<file path="src/rtl/atrPkg.sv">
package atrPkg;

  localparam logic [7:0] TS_DIRECT_RAW  = 8'h3B;
  localparam logic [7:0] TS_INVERSE_RAW = 8'h03;

  typedef enum logic [2:0] {
    PH_IDLE,
    PH_FMT,
    PH_IFACE,
    PH_HIST,
    PH_TCK
  } phase_e;

  // control -> datapath strobes
  typedef struct packed {
    logic startNew;
    logic tsBad;
    logic capFmt;
    logic capTa1;
    logic capTc1;
    logic capTc2;
    logic capTd;
    logic capTck;
    logic accXor;
    logic overflow;
    logic finish;
  } strobe_t;

  // inverse convention: complemented levels, most significant bit first
  function automatic logic [7:0] decodeByte(input logic [7:0] raw, input logic inv);
    logic [7:0] d;
    for (int i = 0; i < 8; i++) begin
      d[i] = inv ? ~raw[7-i] : raw[i];
    end
    return d;
  endfunction

  // phase that follows once the interface map is known
  function automatic phase_e phaseAfter(input logic [3:0] pend, input logic [3:0] hist,
                                        input logic needTck);
    if (pend != 4'd0)      return PH_IFACE;
    else if (hist != 4'd0) return PH_HIST;
    else if (needTck)      return PH_TCK;
    else                   return PH_IDLE;
  endfunction

endpackage

</file>
<file path="src/rtl/atrCtrl.sv">
module atrCtrl
  import atrPkg::*;
#(
  parameter int MAX_CHARS = 32
) (
  input  logic       clk,
  input  logic       rstN,
  input  logic       tsValid,
  input  logic       tsOk,
  input  logic       byteValid,
  input  logic [7:0] curByte,
  output strobe_t    stb
);

  localparam int CNT_W = $clog2(MAX_CHARS + 1);
  localparam logic [CNT_W-1:0] CNT_MAX = CNT_W'(MAX_CHARS);

  phase_e           phase, phaseNxt;
  logic [3:0]       pend, pendNxt;
  logic [3:0]       histLeft, histNxt;
  logic [1:0]       grp, grpNxt;
  logic             needTck, needTckNxt;
  logic [CNT_W-1:0] cnt, cntNxt;

  always_comb begin
    stb        = '0;
    phaseNxt   = phase;
    pendNxt    = pend;
    histNxt    = histLeft;
    grpNxt     = grp;
    needTckNxt = needTck;
    cntNxt     = cnt;
    if (tsValid) begin
      stb.startNew = 1'b1;
      cntNxt       = '0;
      pendNxt      = '0;
      histNxt      = '0;
      grpNxt       = '0;
      needTckNxt   = 1'b0;
      if (tsOk) begin
        phaseNxt = PH_FMT;
      end else begin
        stb.tsBad  = 1'b1;
        stb.finish = 1'b1;
        phaseNxt   = PH_IDLE;
      end
    end else if (byteValid && phase != PH_IDLE) begin
      if (cnt == CNT_MAX) begin
        stb.overflow = 1'b1;
        phaseNxt     = PH_IDLE;
      end else begin
        cntNxt     = cnt + 1'b1;
        stb.accXor = 1'b1;
        case (phase)
          PH_FMT: begin
            stb.capFmt = 1'b1;
            pendNxt    = curByte[7:4];
            histNxt    = curByte[3:0];
            grpNxt     = 2'd1;
            phaseNxt   = phaseAfter(curByte[7:4], curByte[3:0], 1'b0);
          end
          PH_IFACE: begin
            if (pend[0]) begin
              pendNxt    = pend & 4'b1110;
              stb.capTa1 = (grp == 2'd1);
            end else if (pend[1]) begin
              pendNxt = pend & 4'b1100;
            end else if (pend[2]) begin
              pendNxt    = pend & 4'b1000;
              stb.capTc1 = (grp == 2'd1);
              stb.capTc2 = (grp == 2'd2);
            end else begin
              stb.capTd  = 1'b1;
              pendNxt    = curByte[7:4];
              needTckNxt = needTck | (curByte[3:0] != 4'd0);
              grpNxt     = (grp == 2'd3) ? grp : grp + 1'b1;
            end
            phaseNxt = phaseAfter(pendNxt, histLeft, needTckNxt);
          end
          PH_HIST: begin
            histNxt  = histLeft - 1'b1;
            phaseNxt = phaseAfter(4'd0, histNxt, needTck);
          end
          PH_TCK: begin
            stb.capTck = 1'b1;
            phaseNxt   = PH_IDLE;
          end
          default: phaseNxt = PH_IDLE;
        endcase
      end
      if (phaseNxt == PH_IDLE) stb.finish = 1'b1;
    end
  end

  always_ff @(posedge clk or negedge rstN) begin
    if (!rstN) begin
      phase    <= PH_IDLE;
      pend     <= '0;
      histLeft <= '0;
      grp      <= '0;
      needTck  <= 1'b0;
      cnt      <= '0;
    end else begin
      phase    <= phaseNxt;
      pend     <= pendNxt;
      histLeft <= histNxt;
      grp      <= grpNxt;
      needTck  <= needTckNxt;
      cnt      <= cntNxt;
    end
  end

  // the stored byte count never passes the limit
  p_cnt_bound_r9: assert property (@(posedge clk) disable iff (!rstN)
    cnt <= CNT_MAX);

  // bytes outside an answer leave the parser idle
  p_idle_ignore_r10: assert property (@(posedge clk) disable iff (!rstN)
    (phase == PH_IDLE && byteValid && !tsValid) |=> (phase == PH_IDLE));

  // a valid initial character always restarts at the format byte
  p_restart_r11: assert property (@(posedge clk) disable iff (!rstN)
    (tsValid && tsOk) |=> (phase == PH_FMT && cnt == '0));

endmodule

</file>
<file path="src/rtl/atrDatapath.sv">
module atrDatapath
  import atrPkg::*;
#(
  parameter logic [3:0] DEF_FI = 4'd1,
  parameter logic [3:0] DEF_DI = 4'd1,
  parameter logic [7:0] DEF_WI = 8'd10
) (
  input  logic        clk,
  input  logic        rstN,
  input  strobe_t     stb,
  input  logic [7:0]  tsRaw,
  input  logic [7:0]  byteRaw,
  output logic        tsOk,
  output logic [7:0]  curByte,
  output logic        atrDone,
  output logic        inverseConv,
  output logic        errTs,
  output logic        errCheck,
  output logic        errOverflow,
  output logic [3:0]  fiCode,
  output logic [3:0]  diCode,
  output logic [7:0]  guardN,
  output logic [7:0]  waitWi,
  output logic [3:0]  histCount,
  output logic [15:0] protoMask
);

  localparam logic [15:0] MASK_T0 = 16'h0001;

  logic       sawTd;
  logic [7:0] xorAcc;
  logic [7:0] xorNext;

  assign tsOk    = (tsRaw == TS_DIRECT_RAW) || (tsRaw == TS_INVERSE_RAW);
  assign curByte = decodeByte(byteRaw, inverseConv);
  assign xorNext = xorAcc ^ curByte;

  always_ff @(posedge clk or negedge rstN) begin
    if (!rstN) begin
      atrDone     <= 1'b0;
      inverseConv <= 1'b0;
      errTs       <= 1'b0;
      errCheck    <= 1'b0;
      errOverflow <= 1'b0;
      fiCode      <= DEF_FI;
      diCode      <= DEF_DI;
      guardN      <= '0;
      waitWi      <= DEF_WI;
      histCount   <= '0;
      protoMask   <= MASK_T0;
      sawTd       <= 1'b0;
      xorAcc      <= '0;
    end else begin
      atrDone <= stb.finish | stb.overflow;
      if (stb.startNew) begin
        inverseConv <= (tsRaw == TS_INVERSE_RAW);
        errTs       <= stb.tsBad;
        errCheck    <= 1'b0;
        errOverflow <= 1'b0;
        fiCode      <= DEF_FI;
        diCode      <= DEF_DI;
        guardN      <= '0;
        waitWi      <= DEF_WI;
        histCount   <= '0;
        protoMask   <= MASK_T0;
        sawTd       <= 1'b0;
        xorAcc      <= '0;
      end else begin
        if (stb.accXor) xorAcc <= xorNext;
        if (stb.capFmt) histCount <= curByte[3:0];
        if (stb.capTa1) begin
          fiCode <= curByte[7:4];
          diCode <= curByte[3:0];
        end
        if (stb.capTc1) guardN <= curByte;
        if (stb.capTc2) waitWi <= curByte;
        if (stb.capTd) begin
          sawTd <= 1'b1;
          if (sawTd) protoMask <= protoMask | (16'd1 << curByte[3:0]);
          else       protoMask <= 16'd1 << curByte[3:0];
        end
        if (stb.capTck)   errCheck    <= (xorNext != 8'd0);
        if (stb.overflow) errOverflow <= 1'b1;
      end
    end
  end

  // an unknown initial character flags the error and ends the answer
  p_ts_err_r1: assert property (@(posedge clk) disable iff (!rstN)
    (stb.startNew && !tsOk) |=> (errTs && atrDone));

  // a restart puts every parameter back to its default
  p_defaults_r6: assert property (@(posedge clk) disable iff (!rstN)
    (stb.startNew && tsOk) |=> (fiCode == DEF_FI && diCode == DEF_DI &&
                                guardN == 8'd0 && waitWi == DEF_WI && protoMask == MASK_T0));

  // the announced protocol type is present in the mask afterwards
  p_mask_r7: assert property (@(posedge clk) disable iff (!rstN)
    (stb.capTd && !stb.startNew) |=> protoMask[$past(curByte[3:0])]);

  // a nonzero running XOR at the check byte is reported
  p_check_r8: assert property (@(posedge clk) disable iff (!rstN)
    (stb.capTck && !stb.startNew && (xorAcc != curByte)) |=> errCheck);

endmodule

</file>
<file path="src/rtl/atrParse.sv">
module atrParse
  import atrPkg::*;
#(
  parameter int         MAX_CHARS = 32,
  parameter logic [3:0] DEF_FI    = 4'd1,
  parameter logic [3:0] DEF_DI    = 4'd1,
  parameter logic [7:0] DEF_WI    = 8'd10
) (
  input  logic        clk,
  input  logic        rstN,
  input  logic        tsValid,
  input  logic [7:0]  tsRaw,
  input  logic        byteValid,
  input  logic [7:0]  byteRaw,
  output logic        atrDone,
  output logic        inverseConv,
  output logic        errTs,
  output logic        errCheck,
  output logic        errOverflow,
  output logic [3:0]  fiCode,
  output logic [3:0]  diCode,
  output logic [7:0]  guardN,
  output logic [7:0]  waitWi,
  output logic [3:0]  histCount,
  output logic [15:0] protoMask
);

  strobe_t    stb;
  logic       tsOk;
  logic [7:0] curByte;

  atrCtrl #(.MAX_CHARS(MAX_CHARS)) u_ctrl (
    .clk       (clk),
    .rstN      (rstN),
    .tsValid   (tsValid),
    .tsOk      (tsOk),
    .byteValid (byteValid),
    .curByte   (curByte),
    .stb       (stb)
  );

  atrDatapath #(.DEF_FI(DEF_FI), .DEF_DI(DEF_DI), .DEF_WI(DEF_WI)) u_dp (
    .clk         (clk),
    .rstN        (rstN),
    .stb         (stb),
    .tsRaw       (tsRaw),
    .byteRaw     (byteRaw),
    .tsOk        (tsOk),
    .curByte     (curByte),
    .atrDone     (atrDone),
    .inverseConv (inverseConv),
    .errTs       (errTs),
    .errCheck    (errCheck),
    .errOverflow (errOverflow),
    .fiCode      (fiCode),
    .diCode      (diCode),
    .guardN      (guardN),
    .waitWi      (waitWi),
    .histCount   (histCount),
    .protoMask   (protoMask)
  );

endmodule

</file>
<file path="config.mk">
export PLATFORM = sky130hd
export DESIGN_NAME = atrParse
export DESIGN_NICKNAME = d
export VERILOG_FILES = /design/src/rtl/atrPkg.sv /design/src/rtl/atrCtrl.sv /design/src/rtl/atrDatapath.sv /design/src/rtl/atrParse.sv
export SDC_FILE = /design/constraint.sdc
export NUM_CORES = 1
export LEC_CHECK = 0
export BUFFER_PORTS_ARGS = -buffer_cell sky130_fd_sc_hd__buf_4
export CORE_MARGIN = 4
export CORE_UTILIZATION = 56
export DETAILED_ROUTE_END_ITERATION = 8
export PLACE_DENSITY = 0.92
export SYNTH_ARGS = -nofsm -noshare
export SYNTH_HDL_FRONTEND = slang
export SYNTH_SLANG_ARGS = --single-unit
</file>
<file path="constraint.sdc">
create_clock -name clk -period 2.2 [get_ports clk]
set_input_delay 0.44 -clock clk [delete_from_list [all_inputs] [get_ports clk]]
set_output_delay 0.44 -clock clk [all_outputs]
set_load 0.03 [all_outputs]
</file>
## Word level (Yosys, flattened, before mapping)

Cells that the tools add are included.

- Shift operators: 1
- $add $sub $neg: 3
- Bitwise gates (word level): 12
- Reductions and logical operators: 27
- Eq/ne operators: 15
- Mux-type cells: 96

Operator list:

| operator | number |
|---|---|
| 2-to-1 mux 4 bit | 20 |
| 2-to-1 mux 8 bit | 7 |
| 2-to-1 mux 16 bit | 3 |
| 2-to-1 mux 3 bit | 13 |
| 2-to-1 mux 1 bit | 34 |
| 2-to-1 mux 2 bit | 10 |
| nonzero test 2 bit | 10 |
| nonzero test 4 bit | 5 |
| 2-to-1 mux 6 bit | 3 |
| bitwise OR 16 bit | 1 |
| case mux 4 bit (2 select lines) | 2 |
| left shift 1 x 4 -> 16 bit, first input constant | 1 |
| inequality test 3 bit, second input constant | 4 |
| 2-to-1 mux 9 bit | 1 |
| case mux 3 bit (3 select lines) | 1 |
| AND reduction 3 bit | 3 |
| nonzero test 3 bit | 3 |
| equality test 8 x 2 -> 1 bit, second input constant | 1 |
| equality test 8 x 6 -> 1 bit, second input constant | 1 |
| inverter 1 bit | 8 |
| nonzero test 8 bit | 1 |
| bitwise XOR 8 bit | 1 |
| 2-to-1 mux 7 bit | 1 |
| AND reduction 7 bit | 1 |
| 16 further kinds | 19 |

- Flip-flop bits (word level): 78
- Input port bits: 20
- Word-level logic and storage cells: 173
- Output and inout port bits: 49

## Depth between registers and ports, before layout

Gate-level depths: netlist of run 1.

- Depth in word-level cells: 24
- Depth in mapped cells: 8
- Mapped depth without buffers: 8

## By module

A second synthesis of run 1 with hierarchy kept.

- Cells, all modules: 457
- Area total of the unflattened synthesis: 4255.3 sq um

By module, submodules not included:

| module | sequential area each (sq um) | cells each | area an instance (sq um) | instances |
|---|---|---|---|---|
| atrDatapath | 1457.6 | 273 | 2763.9 | 1 |
| atrCtrl | 500.5 | 184 | 1491.4 | 1 |

## Least setup slack after synthesis of run 1

OpenSTA, ideal clock, no wires.

- Path type: register to register
- Start point: reg u_dp.inverseConv
- End point: reg u_dp.atrDone
- Period minus slack after synthesis: 1.952 ns
- Required time: 2.105 ns
- Data arrival time: 1.857 ns
- Stages on the path, launching flop included: 8
- Setup time: 0.095 ns
- Buffers on the path: 1
- Slack: 0.248 ns
- Cell sequence: dfrtp_1 buf_4 nor3_1 o22ai_1 or3_1 a21oi_1 a31oi_1 o31ai_1

- Cells in the longest elaborated chain, start to end: 22
- Elaborated cells between the ends (all ways): 40
- Those cells by class: 34 x mux; 2 x bitwise; 4 x reduce/logical

Ends and longest elaborated chain:

| item | RTL line | source |
|---|---|---|
| from (decl) | atrDatapath.sv:16 | `output logic inverseConv,` |
| from (signal assigned) | atrDatapath.sv:56 | `inverseConv <= (tsRaw == TS_INVERSE_RAW);` |
| 2-to-1 mux 1 bit | atrPkg.sv:33 | `d[i] = inv ? ~raw[7-i] : raw[i];` |
| nonzero test 4 bit | atrPkg.sv:42, atrCtrl.sv:75 |  |
| bitwise OR 1 bit | atrCtrl.sv:75 | `needTckNxt = needTck \| (curByte[3:0] != 4'd0);` |
| 2-to-1 mux 1 bit | atrCtrl.sv:68 | `end else if (pend[2]) begin` |
| 2-to-1 mux 1 bit | atrCtrl.sv:66 | `end else if (pend[1]) begin` |
| 2-to-1 mux 1 bit | atrCtrl.sv:63 | `if (pend[0]) begin` |
| 2-to-1 mux 1 bit | atrCtrl.sv:54 | `case (phase)` |
| 2-to-1 mux 1 bit | atrCtrl.sv:48 | `if (cnt == CNT_MAX) begin` |
| [... 6 more ...] | n/a |  |
| 2-to-1 mux 3 bit (*) | atrCtrl.sv:48 |  |
| 2-to-1 mux 3 bit (*) | atrCtrl.sv:47 | `end else if (byteValid && phase != PH_IDLE) begin` |
| 2-to-1 mux 3 bit (*) | atrCtrl.sv:33 | `if (tsValid) begin` |
| logical NOT 3 bit (*) | atrCtrl.sv:91 | `if (phaseNxt == PH_IDLE) stb.finish = 1'b1;` |
| 2-to-1 mux 1 bit (*) | atrCtrl.sv:91 |  |
| 2-to-1 mux 9 bit (*) | atrCtrl.sv:47 |  |
| 2-to-1 mux 1 bit (*) | atrCtrl.sv:33 |  |
| bitwise OR 1 bit (*) | atrDatapath.sv:54 | `atrDone <= stb.finish \| stb.overflow;` |
| to (signal assigned) | atrDatapath.sv:54 |  |
| to (decl) | atrDatapath.sv:15 | `output logic atrDone,` |

Mark *: on every way between the ends. The rest lies on a longest branch, timed or not. The select of a mux whose other input is x is not followed.
A chain may end at the register's enable or synchronous reset.

## Worst setup path after layout of run 1

- Start point: reg u_ctrl.phase[2]
- End point: reg u_dp.protoMask[1]

- Cells in the longest elaborated chain, start to end: 6
- Elaborated cells between the ends (all ways): 8
- Those cells by class: 1 x eq/ne; 4 x mux; 3 x reduce/logical

Ends and longest elaborated chain:

| item | RTL line | source |
|---|---|---|
| from (decl) | atrCtrl.sv:18 | `phase_e phase, phaseNxt;` |
| from (signal assigned) | atrCtrl.sv:104 | `phase <= phaseNxt;` |
| equality test 3 x 2 -> 1 bit | atrCtrl.sv:54 |  |
| 2-to-1 mux 4 bit | atrCtrl.sv:54 |  |
| 2-to-1 mux 7 bit | atrCtrl.sv:48 |  |
| 2-to-1 mux 9 bit (*) | atrCtrl.sv:47 |  |
| 2-to-1 mux 8 bit (*) | atrCtrl.sv:33 |  |
| nonzero test 2 bit (no line) (*) | n/a |  |
| to (signal assigned) | atrDatapath.sv:79 | `if (sawTd) protoMask <= protoMask \| (16'd1 << curByte[3:0]);` |
| to (signal assigned) | atrDatapath.sv:80 | `else protoMask <= 16'd1 << curByte[3:0];` |
| to (decl) | atrDatapath.sv:25 | `output logic [15:0] protoMask` |

Mark *: on every way between the ends. The rest lies on a longest branch, timed or not.

==> results by group, run 1 <==
Clocking
  • Clk Latency, worst-skew pair: 0.37 ns
  • Level count of the clock H-tree: 3
  • CTS buffer count: 9
  • Clock tree from TritonCTS: done
  • Clock transition at the registers of the reported paths: 0.09 ns
  • Clock sink count: 78
  • Cell at the root of the clock tree: sky130_fd_sc_hd__clkbuf_8
  • Maximum clock insertion buffer count: 2

Setup path
  • Crit path top cell by count: sky130_fd_sc_hd__buf_4
  • Req. time, crit path: 2.46 ns
  • Crit path depth: 8
  • Depth of the worst register-to-register path: 8
  • Slowest library cell on the worst path: sky130_fd_sc_hd__o31ai_4
  • Maximum fanout along the worst path: 13
  • Critical Path, Cell by Cell: buf_4 > o31ai_4 > a41oi_2 > buf_12 > nand2_2 > nor3_1 > buf_4 > a32o_1
  • Biggest cell delay along the critical path: 0.43 ns
  • Worst Path Class, Setup: flop to flop
  • Number of buffers and inverters on the critical path: 3
  • Capturing element type of the critical path: flop
  • Data arrival at the endpoint of the critical path: 2.34 ns
  • Crit path max-delay family: compound AO/OA/AOI/OAI gates
  • Critical Path Start Type: flop

Global route
  • Total global-route track usage: 0.2657
  • Via count of the first global-routing pass: 3,541
  • Wire length of the first global-routing pass: 17,950 um
  • Maximum number of pins on one net before global-route repair: 46
  • Congestion Overflow GR: 0
  • Initial antenna violation count: 0

Synth
  • Synthesized Nets: 434
  • Post-synthesis cell type count: 59
  • Post-Synthesis Cell Area: 0.004060 mm2
  • Ys flop type: sky130_fd_sc_hd__dfrtp_1
  • #FFs+latches synth: 78
  • Number of warnings issued by yosys: 0
  • Fraction of the yosys area taken by sequential cells: 0.4823
  • Async SR Flop Fraction: 1.000
  • Synthesized instance count: 406
  • Synthesized area divided by synthesized cell count: 10.00 um2
  • Number of synthesized flops with an enable pin: 0

Timing
  • Final count of hold timing violations: 0
  • Count of pins over their slew limit: 0
  • Clock Skews: 0.009106 ns
  • Crit share post-route: 0.9450
  • Time the final worst path needs with I/O delays and setup: 2.079 ns
  • Transition time of the tightest slew-check pin: 0.5727 ns
  • Highest clock frequency the design can meet: 481.0 MHz
  • Final number of setup-violating endpoints: 0
  • Worst rel slew slack: 0.6153

Power and ir drop
  • Maximum VDD drop: 433.3 uV
  • Static leakage power: 2.442 nW
  • Power Density: 601.5 mW/mm2
  • Final total power: 3.042 mW

Outcome
  • Status: complete, no violations

Die
  • Initial core utilization: 0.5879
  • I/O pin count: 69
  • Height of the die: 93.15 um
  • Die area: 0.008677 mm2
  • Floorplan die width: 93.15 um
  • Placement Rows: 30
  • Placeable core area: 0.006907 mm2

Final layout
  • Net total in the final layout: 524
  • Cell area after layout: 0.005057 mm2
  • Area growth from synthesis to layout: 24.56%
  • Final non-filler cell total: 597
  • Antenna cells: 0
  • Layout cell share with drive strength beyond 1: 0.2695

Run
  • Number of max-capacitance violations reported: 0

Route
  • Average wire per cell in the routed design: 19.05 um
  • # DRC: 0
  • Number of DRC markers after the initial detailed-route iteration: 430
  • Length of the first detailed-routing pass in iterations: 6
  • Total detailed-routing wirelength: 11,370 um
  • Number of vias after detailed routing: 3,664
  • Via count normalized by instance count: 6.137
  • Post-route ant nets: 0

Place
  • I/O Buffers: 68
  • # placed instances: 581
  • Area of placed instances: 0.004830 mm2
  • Detailed Place HPWL: 8028 um
  • Routability congestion estimate: 0.9390

Worst hold path
  • Min-delay worst type: primary input to asynchronous set/reset pin
-- flip-flops by register name, indices dropped and copies added, names as in the netlist --
signal            cells
u_dp.inverseConv      1
u_dp.errOverflow      1
u_ctrl.cnt            6
u_dp.atrDone          1
u_dp.fiCode           4
u_dp.xorAcc           8
u_ctrl.histLeft       4
u_dp.diCode           4
u_dp.waitWi           8
u_dp.errCheck         1
u_dp.errTs            1
u_ctrl.pend           4
u_ctrl.needTck        1
u_dp.sawTd            1
u_dp.guardN           8
u_dp.histCount        4
u_ctrl.phase          3
u_ctrl.grp            2
u_dp.protoMask       16
-- logic make-up (layout without fill, tap and decap cells) --
| group | after synthesis | in the layout | synth area share |
|---|---|---|---|
| xor+xnor | 20 | 20 | 0.04314 |
| buf+inv | 30 | 125 | 0.03575 |
| simple gates | 156 | 156 | 0.1938 |
| flops | 78 | 78 | 0.4823 |
| mux | 20 | 20 | 0.04992 |
| compound gates | 94 | 94 | 0.1704 |
| fa+ha+maj | 8 | 8 | 0.02465 |
-- worst register-to-register path: stages (launching register included) --
cell and delay (ns):
sky130_fd_sc_hd__dfrtp_1 0.40, sky130_fd_sc_hd__buf_4 0.18, sky130_fd_sc_hd__o31ai_4 0.43, sky130_fd_sc_hd__a41oi_2 0.14, sky130_fd_sc_hd__buf_12 0.21, sky130_fd_sc_hd__nand2_2 0.14
sky130_fd_sc_hd__nor3_1 0.08, sky130_fd_sc_hd__buf_4 0.16, sky130_fd_sc_hd__a32o_1 0.25
-- where the power goes --
part / switching (mW) / total [mW] / internal [mW] / leakage, nW
clock network: 0.573 / 1.11 / 0.537 / 0.105
registers: 0.0384 / 1.50 / 1.46 / 1.05
logic: 0.271 / 0.430 / 0.159 / 1.28
-- metal layers --
metal  wire [um]  up-vias  global-route usage  share of wire
li1            -     1643                   -              -
met3         908       48             0.04827          0.080
met5           0        -                   0              0
met4         449        0              0.1404          0.039
met1        4601     1756              0.3553           0.40
met2        5411      217              0.4121           0.48
-- placed cells by master, fill, tap and decap left out, drive strengths merged, types with 4 or more instances in the layout --
cell type  instances
buf               96
dfrtp             73
nor2              61
nand2             29
nor3              24
a21oi             20
mux2i             18
inv               15
a22o              13
o21ai             12
xnor2             11
xor2               9
clkbuf             9
ha                 8
nand4              7
or3                6
nand3              6
a31oi              6
nand2b             5
a22oi              5
a21o               5
o211ai             5
dfstp              5
o31ai              5
o41ai              4
clkinv             4
-- synthesized netlist by cell type, drive strengths merged (5+ instances only) --
cell type  count  area [um2]
a21o           5       37.54
a21oi         20       103.9
a22o          13       113.9
a22oi          5       37.54
a31oi          6       37.54
buf            9       66.31
clkbuf         8       30.03
dfrtp         73        1827
dfstp          5       131.4
ha             8       100.1
inv           12       45.04
mux2i         18       180.2
nand2         29       111.4
nand2b         5       31.28
nand3          6       30.03
nand4          7       73.82
nor2          61       236.5
nor3          24       136.4
o211ai         5       37.54
o21ai         12       60.06
o31ai          5       51.30
or3            6       37.54
xnor2         11       96.34
xor2           9       78.83
-- area by class of cell --
cell class,count,area [um2]
inverter,13,48.80
tap,96,120.1
sequential,78,1959
timing repair buffer,96,745.7
multi-input combinational,298,1981
clock buffer,9,123.9
clock inverter,7,78.83
fill,483,1849
-- what timing repair did --
action | CTS | global route
hold buffers | 0 | 0
endpoints found under the setup margin | 0 | 2
gates resized for setup | 0 | 5
setup buffers | 0 | 0
-- final timing paths --
kind	from	slack, ns	endpoint
hold reg to reg	u_dp.protoMask[3]	0.51	u_dp.protoMask[3]
max in group asynchronous	rstN	1.55	u_dp.waitWi[3]
setup reg to reg	u_ctrl.phase[2]	0.12	u_dp.protoMask[1]
hold / removal	rstN	0.02	u_ctrl.cnt[1]
setup / recovery	u_ctrl.phase[2]	0.12	u_dp.protoMask[1]
min in group clk	byteRaw[5]	0.43	u_dp.diCode[2]
-- metrics by stage --
step	utilization	worst slack (ns)	hold WS (ns)	setup TNS, ns
after floorplan	-	0.2478	0.1444	0
after global placement	0.6993	0.06863	0.4199	0
after detailed placement	0.6993	0.03600	0.4197	0
after CTS	0.7286	0.01568	0.03077	0
after global routing	0.7322	-0.01253	0.04362	-0.01253
final	0.7322	0.1209	0.01977	0
Power figures use the tool's default switching activity.
==> run 2: changes to the inputs <==
--- a/config.mk
+++ b/config.mk
@@ -7,9 +7,10 @@
 export LEC_CHECK = 0
 export BUFFER_PORTS_ARGS = -buffer_cell sky130_fd_sc_hd__buf_4
 export CORE_MARGIN = 4
-export CORE_UTILIZATION = 56
+export CORE_UTILIZATION = 35
 export DETAILED_ROUTE_END_ITERATION = 8
-export PLACE_DENSITY = 0.92
+export PLACE_DENSITY = 0.66
+export SETUP_SLACK_MARGIN = 0.3
 export SYNTH_ARGS = -nofsm -noshare
 export SYNTH_HDL_FRONTEND = slang
 export SYNTH_SLANG_ARGS = --single-unit
==> run 2 against run 1 <==
Compared with the run above:
- highest routed layer unchanged
- sequential share of layout area down 3.1 points
- non-clock buffer count up 15
- combinational power up 10%
- via count down 1.8%
- global-route usage down 9.4 points
- cell area up 8.8%
- power up 18%
==> results by group, run 2 (synthesis results as in run 1) <==
Final layout
  • Most common library cell in the layout ignoring fill and taps: sky130_fd_sc_hd__buf_4
  • Biggest register: u_dp.protoMask
  • Antenna cells: 0 (unchanged)
  • Final core occ: 0.4840 (-0.2483)
  • Area growth from synthesis to layout: 35.53%
  • Net total in the final layout: 539 (+2.9%)
  • Commonest non-fill, non-tap cells in the layout: 107 x sky130_fd_sc_hd__buf_4, 71 x sky130_fd_sc_hd__dfrtp_1, 60 x sky130_fd_sc_hd__nor2_1
  • Number of flip-flops in the largest register: 16 (unchanged)
  • Layout cell share with drive strength beyond 1: 0.3295 (+0.06000)

Setup path
  • Critical path startpoint: u_ctrl.phase[2]
  • Crit path top cell by count: sky130_fd_sc_hd__buf_4
  • Data arrival at the endpoint of the critical path: 2.16 ns (-0.18 ns)
  • Critical Path Start Type: flop
  • Req. time, crit path: 2.40 ns (-0.06 ns)
  • Slowest library cell on the worst path: sky130_fd_sc_hd__or3b_4
  • Worst Path Class, Setup: flop to flop
  • Capturing element type of the critical path: flop
  • Launch instance of the worst register-to-register path: u_ctrl.phase[2]
  • Critical Path, Cell by Cell: or3b_4 > buf_4 > a21boi_1 > nor2_1 > buf_4 > o41ai_1
  • Maximum fanout along the worst path: 7 (-6)
  • Biggest cell delay along the critical path: 0.46 ns (+0.03 ns)

Timing
  • Final number of setup-violating endpoints: 0 (unchanged)
  • Final TNS setup: 0 ns (unchanged)
  • Final count of hold timing violations: 0 (unchanged)
  • Crit share post-route: 0.8905 (-0.05453)
  • Worst rel slew slack: 0.6353 (+0.02009)
  • Count of pins over their slew limit: 0 (unchanged)
  • Setup repair after global routing missed its margin: true
  • Clock Skews: 0.01037 ns (+0.001260 ns)
  • Time the final worst path needs with I/O delays and setup: 1.959 ns (-0.1200 ns)
  • Transition time of the tightest slew-check pin: 0.5428 ns (-0.02990 ns)
  • Post-route worst hold slack: 0.06315 ns (+0.04338 ns)
  • Highest clock frequency the design can meet: 510.4 MHz (+6.1%)

Outcome
  • Status: complete, no violations

Global route
  • Via count of the first global-routing pass: 3,571 (+0.85%)
  • Congestion Overflow GR: 0 (unchanged)
  • Grt met3 use: 0.03551 (-0.01276)
  • Initial antenna violation count: 0 (unchanged)
  • Total global-route track usage: 0.1719 (-0.09374)
  • Met1 capacity usage during global routing: 0.2416 (-0.1137)
  • Wire length of the first global-routing pass: 18,260 um (+1.7%)
  • Maximum number of pins on one net before global-route repair: 45 (-2.2%)
  • Global-route track usage on met2: 0.2704 (-0.1417)
  • Most used routing layer: met2

Clocking
  • Clock sink count: 78 (unchanged)
  • Maximum clock insertion buffer count: 2 (unchanged)
  • Clk Latency, worst-skew pair: 0.33 ns (-0.04 ns)
  • Level count of the clock H-tree: 3 (unchanged)
  • CTS buffer count: 9 (unchanged)
  • Cts hold-fix bufs: 0 (unchanged)
  • Cell at the root of the clock tree: sky130_fd_sc_hd__clkbuf_16
  • Clock tree from TritonCTS: done
  • Clock transition at the registers of the reported paths: 0.07 ns (-0.02 ns)

Power and ir drop
  • Static leakage power: 2.598 nW (+6.4%)
  • Maximum VDD drop: 397.0 uV (-8.4%)
  • Power Density: 652.7 mW/mm2 (+8.5%)

Route
  • # DRC: 0 (unchanged)
  • Average wire per cell in the routed design: 17.66 um (-7.3%)
  • Via count normalized by instance count: 5.458 (-11%)
  • Length of the first detailed-routing pass in iterations: 4 (-2)
  • Number of DRC markers after the initial detailed-route iteration: 215 (-50%)
  • Post-route ant nets: 0 (unchanged)
  • Total detailed-routing wirelength: 11,640 um (+2.4%)
  • Number of vias after detailed routing: 3,597 (-1.8%)

Place
  • I/O Buffers: 68 (unchanged)
  • Detailed Place HPWL: 8216 um (+2.3%)
  • Routability congestion estimate: 0.7943 (-15%)

Die
  • Height of the die: 115.7 um (+24%)
  • Floorplan die width: 115.7 um (+24%)
  • Initial core utilization: 0.3571 (-0.2308)
  • Placement Rows: 39 (+30%)
  • Die area: 0.01339 mm2 (+54%)
  • I/O pin count: 69 (unchanged)
  • Placeable core area: 0.01137 mm2 (+65%)

Run
  • Number of max-capacitance violations reported: 0 (unchanged)

Worst hold path
  • Min-delay worst type: primary input to asynchronous set/reset pin
run 2: changes by cell type in the layout (fill, tap and decap cells not counted), moves of 3 or more:
cell	before	now
sky130_fd_sc_hd__a21oi_1	19	16
sky130_fd_sc_hd__buf_4	94	107
sky130_fd_sc_hd__buf_6	0	3
sky130_fd_sc_hd__clkbuf_16	0	9
sky130_fd_sc_hd__clkbuf_8	9	0
sky130_fd_sc_hd__nor3_1	21	17
run 2: routing by layer:
metal,wire length [um],vias to the layer above
met5,0,-
met4,171,0
met3,609,12
met2,5595,109
met1,5261,1800
li1,-,1676
run 2: worst paths after layout:
kind | endpoint | slack (ns) | cells after the start
worst min-delay path | u_dp.fiCode[1] | 0.06 | 1
worst max-delay path | u_ctrl.pend[2] | 0.24 | 6
worst min register to register | u_dp.diCode[0] | 0.50 | 2
max in group asynchronous | u_dp.waitWi[3] | 1.48 | 2
worst max register to register | u_ctrl.pend[2] | 0.24 | 6
min in group clk | u_dp.inverseConv | 0.41 | 3
run 2: stage by stage:
| stage | setup slack, ns | cells | power [mW] | cell area, um2 |
|---|---|---|---|---|
| 6_report | 0.2409 | 659 | 3.592 | 5503 |
| 5_1_grt | 0.1251 | 659 | 3.718 | 5503 |
| 4_1_cts | 0.2670 | 653 | 3.568 | 5343 |
| 3_5_place_dp | 0.1039 | 630 | 1.932 | 4892 |
| 3_3_place_gp | 0.1473 | 630 | 1.925 | 4892 |
| 2_1_floorplan | 0.3197 | 406 | 1.752 | 4061 |
run 2: critical path: cells and delay by family, from the launching register on:
kind / cells / cell delay [ns]
and+or+nand+nor: 2 / 0.55
AOI/OAI and AO/OA: 2 / 0.51
DFF: 1 / 0.44
buffers and inverters: 2 / 0.34
run 2: what timing repair did:
item / in CTS / in global routing
endpoints found under the setup margin: 51 / 49
gates resized for setup: 15 / 26
pin swaps: 4 / 12
setup buffers: 7 / 6
run 2: final cells by class:
type,count,area [um2]
clock inverters,6,93.84
clock buffers,10,229.0
fillers,1048,5867
multi-input cells,298,2135
flip-flops and latches,78,1961
inverters,13,48.80
repair buffers,111,857.1
well taps,143,178.9
run 2: report_power, final:
group	switching (mW)	total, mW	internal, mW
Combinational	0.288	0.474	0.186
Clock	0.613	1.62	1.00
Sequential	0.0363	1.50	1.47
Total	0.938	3.59	2.65
==> run 3: changes to the inputs <==
--- a/config.mk
+++ b/config.mk
@@ -5,11 +5,12 @@
 export SDC_FILE = /design/constraint.sdc
 export NUM_CORES = 1
 export LEC_CHECK = 0
+export ABC_AREA = 0
 export BUFFER_PORTS_ARGS = -buffer_cell sky130_fd_sc_hd__buf_4
 export CORE_MARGIN = 4
 export CORE_UTILIZATION = 35
 export DETAILED_ROUTE_END_ITERATION = 8
-export PLACE_DENSITY = 0.66
+export PLACE_DENSITY_LB_ADDON = 0.2
 export SETUP_SLACK_MARGIN = 0.3
 export SYNTH_ARGS = -nofsm -noshare
 export SYNTH_HDL_FRONTEND = slang
==> run 3 against run 2 <==
Compared with the run above:
- global-route usage rose by 1.1 points
- routed wire length rose by 5.8%
- sequential cell count did not move
- clock power fell by 8%
- non-clock buffer count rose by 6
- critical endpoint is now u_dp.atrDone
- first-iteration DRC count rose by 1.9%
- critical path type unchanged
==> results by group, run 3 (synthesis results as in run 1) <==
Die
  • Placement Rows: 39 (unchanged)
  • Initial core utilization: 0.3571 (unchanged)
  • I/O pin count: 69 (unchanged)
  • Placeable core area: 0.01137 mm2 (unchanged)
  • Floorplan die width: 115.7 um (unchanged)
  • Height of the die: 115.7 um (unchanged)
  • Die area: 0.01339 mm2 (unchanged)

Clocking
  • Clk Latency, worst-skew pair: 0.35 ns (+0.02 ns)
  • Cell at the root of the clock tree: sky130_fd_sc_hd__clkbuf_16
  • Level count of the clock H-tree: 3 (unchanged)
  • Clock tree from TritonCTS: done
  • CTS buffer count: 9 (unchanged)
  • Maximum clock insertion buffer count: 2 (unchanged)
  • Clock transition at the registers of the reported paths: 0.06 ns (about the same)
  • Clock sink count: 78 (unchanged)

Timing
  • Clock Skews: 0.01023 ns (-0.0001363 ns)
  • Worst rel slew slack: 0.5519 (-0.08347)
  • Crit share post-route: 0.9101 (+0.01959)
  • Setup repair after global routing missed its margin: true
  • Highest clock frequency the design can meet: 499.5 MHz (-2.2%)
  • Post-route worst hold slack: 0.08644 ns (+0.02329 ns)
  • Final count of hold timing violations: 0 (unchanged)
  • Final number of setup-violating endpoints: 0 (unchanged)
  • Count of pins over their slew limit: 0 (unchanged)
  • Transition time of the tightest slew-check pin: 0.6697 ns (+0.1269 ns)
  • Time the final worst path needs with I/O delays and setup: 2.002 ns (+0.04311 ns)
  • Final TNS setup: 0 ns (unchanged)

Route
  • Post-route ant nets: 0 (unchanged)
  • Number of vias after detailed routing: 3,593 (-0.11%)
  • Total detailed-routing wirelength: 12,320 um (+5.8%)
  • # DRC: 0 (unchanged)
  • Number of DRC markers after the initial detailed-route iteration: 219 (+1.9%)
  • Length of the first detailed-routing pass in iterations: 7 (+3)
  • Average wire per cell in the routed design: 18.49 um (+4.7%)
  • Via count normalized by instance count: 5.395 (-1.2%)

Setup path
  • Critical Path Start Type: flop
  • Worst Path Class, Setup: flop to flop
  • Launch instance of the worst register-to-register path: u_dp.inverseConv
  • Req. time, crit path: 2.44 ns (+0.04 ns)
  • Critical Path, Cell by Cell: nor3_1 > o22ai_2 > or3_4 > a21oi_4 > a31oi_1 > o31ai_1
  • Slowest library cell on the worst path: sky130_fd_sc_hd__dfrtp_2
  • Critical path startpoint: u_dp.inverseConv
  • Capturing element type of the critical path: flop
  • Maximum fanout along the worst path: 6 (-1)
  • Biggest cell delay along the critical path: 0.46 ns (about the same)
  • Data arrival at the endpoint of the critical path: 2.24 ns (+0.08 ns)

Final layout
  • Area occupied by multi-input gates: 0.002151 mm2 (+0.76%)
  • Layout cell share with drive strength beyond 1: 0.3499 (+0.02045)
  • Most common library cell in the layout ignoring fill and taps: sky130_fd_sc_hd__buf_4
  • Biggest register: u_dp.protoMask
  • Layout fillers: 1,053 (+0.48%)
  • Final core occ: 0.4871 (+0.003081)
  • Register area: 0.001961 mm2 (unchanged)
  • Commonest non-fill, non-tap cells in the layout: 113 x sky130_fd_sc_hd__buf_4, 71 x sky130_fd_sc_hd__dfrtp_1, 60 x sky130_fd_sc_hd__nor2_1
  • Net total in the final layout: 546 (+1.3%)
  • Antenna cells: 0 (unchanged)
  • Area growth from synthesis to layout: 36.39%
  • Number of flip-flops in the largest register: 16 (unchanged)

Global route
  • Total global-route track usage: 0.1831 (+0.01115)
  • Initial antenna violation count: 0 (unchanged)
  • Wire length of the first global-routing pass: 18,610 um (+1.9%)
  • Maximum number of pins on one net before global-route repair: 44 (-2.2%)
  • Congestion Overflow GR: 0 (unchanged)
  • Via count of the first global-routing pass: 3,485 (-2.4%)

Outcome
  • Status: complete, no violations

Power and ir drop
  • Sw Share: 0.2677 (+0.006607)
  • Net switching power of the design: 0.9332 mW (-0.47%)
  • Power Density: 629.6 mW/mm2 (-3.5%)
  • Total internal power: 2.553 mW (-3.8%)
  • Gate power share: 0.141 (+0.009)
  • Clk pwr share: 0.429 (-0.021)
  • Part of the power in registers: 0.430 (+0.012)
  • Maximum VDD drop: 376.2 uV (-5.2%)
  • Static leakage power: 2.649 nW (+2.0%)

Place
  • Routability congestion estimate: 0.8578 (+8.0%)
  • I/O Buffers: 68 (unchanged)
  • Detailed Place HPWL: 8572 um (+4.3%)

Run
  • Number of max-capacitance violations reported: 0 (unchanged)

Worst hold path
  • Min-delay worst type: primary input to asynchronous set/reset pin
-- run 3: cell types whose count changed in the layout (fill, tap and decap cells not counted), moves of 2 or more --
cell,previous run,this run
sky130_fd_sc_hd__nor3_2,4,7
sky130_fd_sc_hd__bufinv_16,2,0
sky130_fd_sc_hd__clkbuf_8,0,4
sky130_fd_sc_hd__buf_4,107,113
sky130_fd_sc_hd__a21oi_4,1,3
sky130_fd_sc_hd__nor3_1,17,15
sky130_fd_sc_hd__a21oi_2,3,1
-- run 3: layer usage --
metal | track usage | wire (um) | vias to the layer above
met3 | 0.03655 | 708 | 16
met1 | 0.2626 | 5742 | 1778
li1 | - | - | 1694
met4 | 0.08507 | 237 | 0
met5 | 0 | 0 | -
met2 | 0.2666 | 5627 | 105
-- run 3: final timing paths --
check	slack, ns	end	depth (start not counted)
max	0.20	u_dp.atrDone	6
min	0.09	u_dp.errTs	1
max reg2reg	0.20	u_dp.atrDone	6
min reg2reg	0.50	u_dp.fiCode[0]	2
max in group asynchronous	1.42	u_dp.diCode[0]	2
min in group clk	0.39	u_dp.errCheck	2
-- run 3: critical path: cells and delay by family (launching register included) --
kind,cells,cell delay [ns]
AO/OA/AOI/OAI,4,0.72
flip-flops,1,0.46
AND/OR/NAND/NOR,2,0.72
-- run 3: per-stage QoR --
stage          power [mW]  worst slack [ns]  cell area, um2  instances
4_1_cts             3.468            0.2215            5376        660
6_report            3.487            0.1978            5538        666
3_5_place_dp        1.944            0.1451            4925        636
2_1_floorplan       1.752            0.3197            4061        406
3_3_place_gp        1.942            0.1758            4925        636
5_1_grt             3.610            0.1323            5538        666
-- run 3: timing repair --
action | in CTS | in global routing
gates resized for setup | 19 | 24
setup endpoints to repair | 34 | 39
hold buffers | 0 | 0
pin swaps | 9 | 7
setup buffers | 8 | 5
cloned | 0 | 1
-- run 3: layout make-up --
type / instances / share of cell area
timing repair buffer: 117 / 0.1613
clock inverter: 3 / 0.004519
multi-input combinational: 299 / 0.3884
clock buffer: 13 / 0.05061
tap: 143 / 0.03231
sequential: 78 / 0.3540
inverter: 13 / 0.008812
-- run 3: power groups by stage --
stage               Combinational [mW]  Clock [mW]  Sequential (mW)
CTS                              0.449        1.52             1.50
floorplan                        0.222           0             1.53
global route                     0.536        1.57             1.50
global placement                 0.417           0             1.52
detailed placement               0.418           0             1.53
finish                           0.492        1.49             1.50
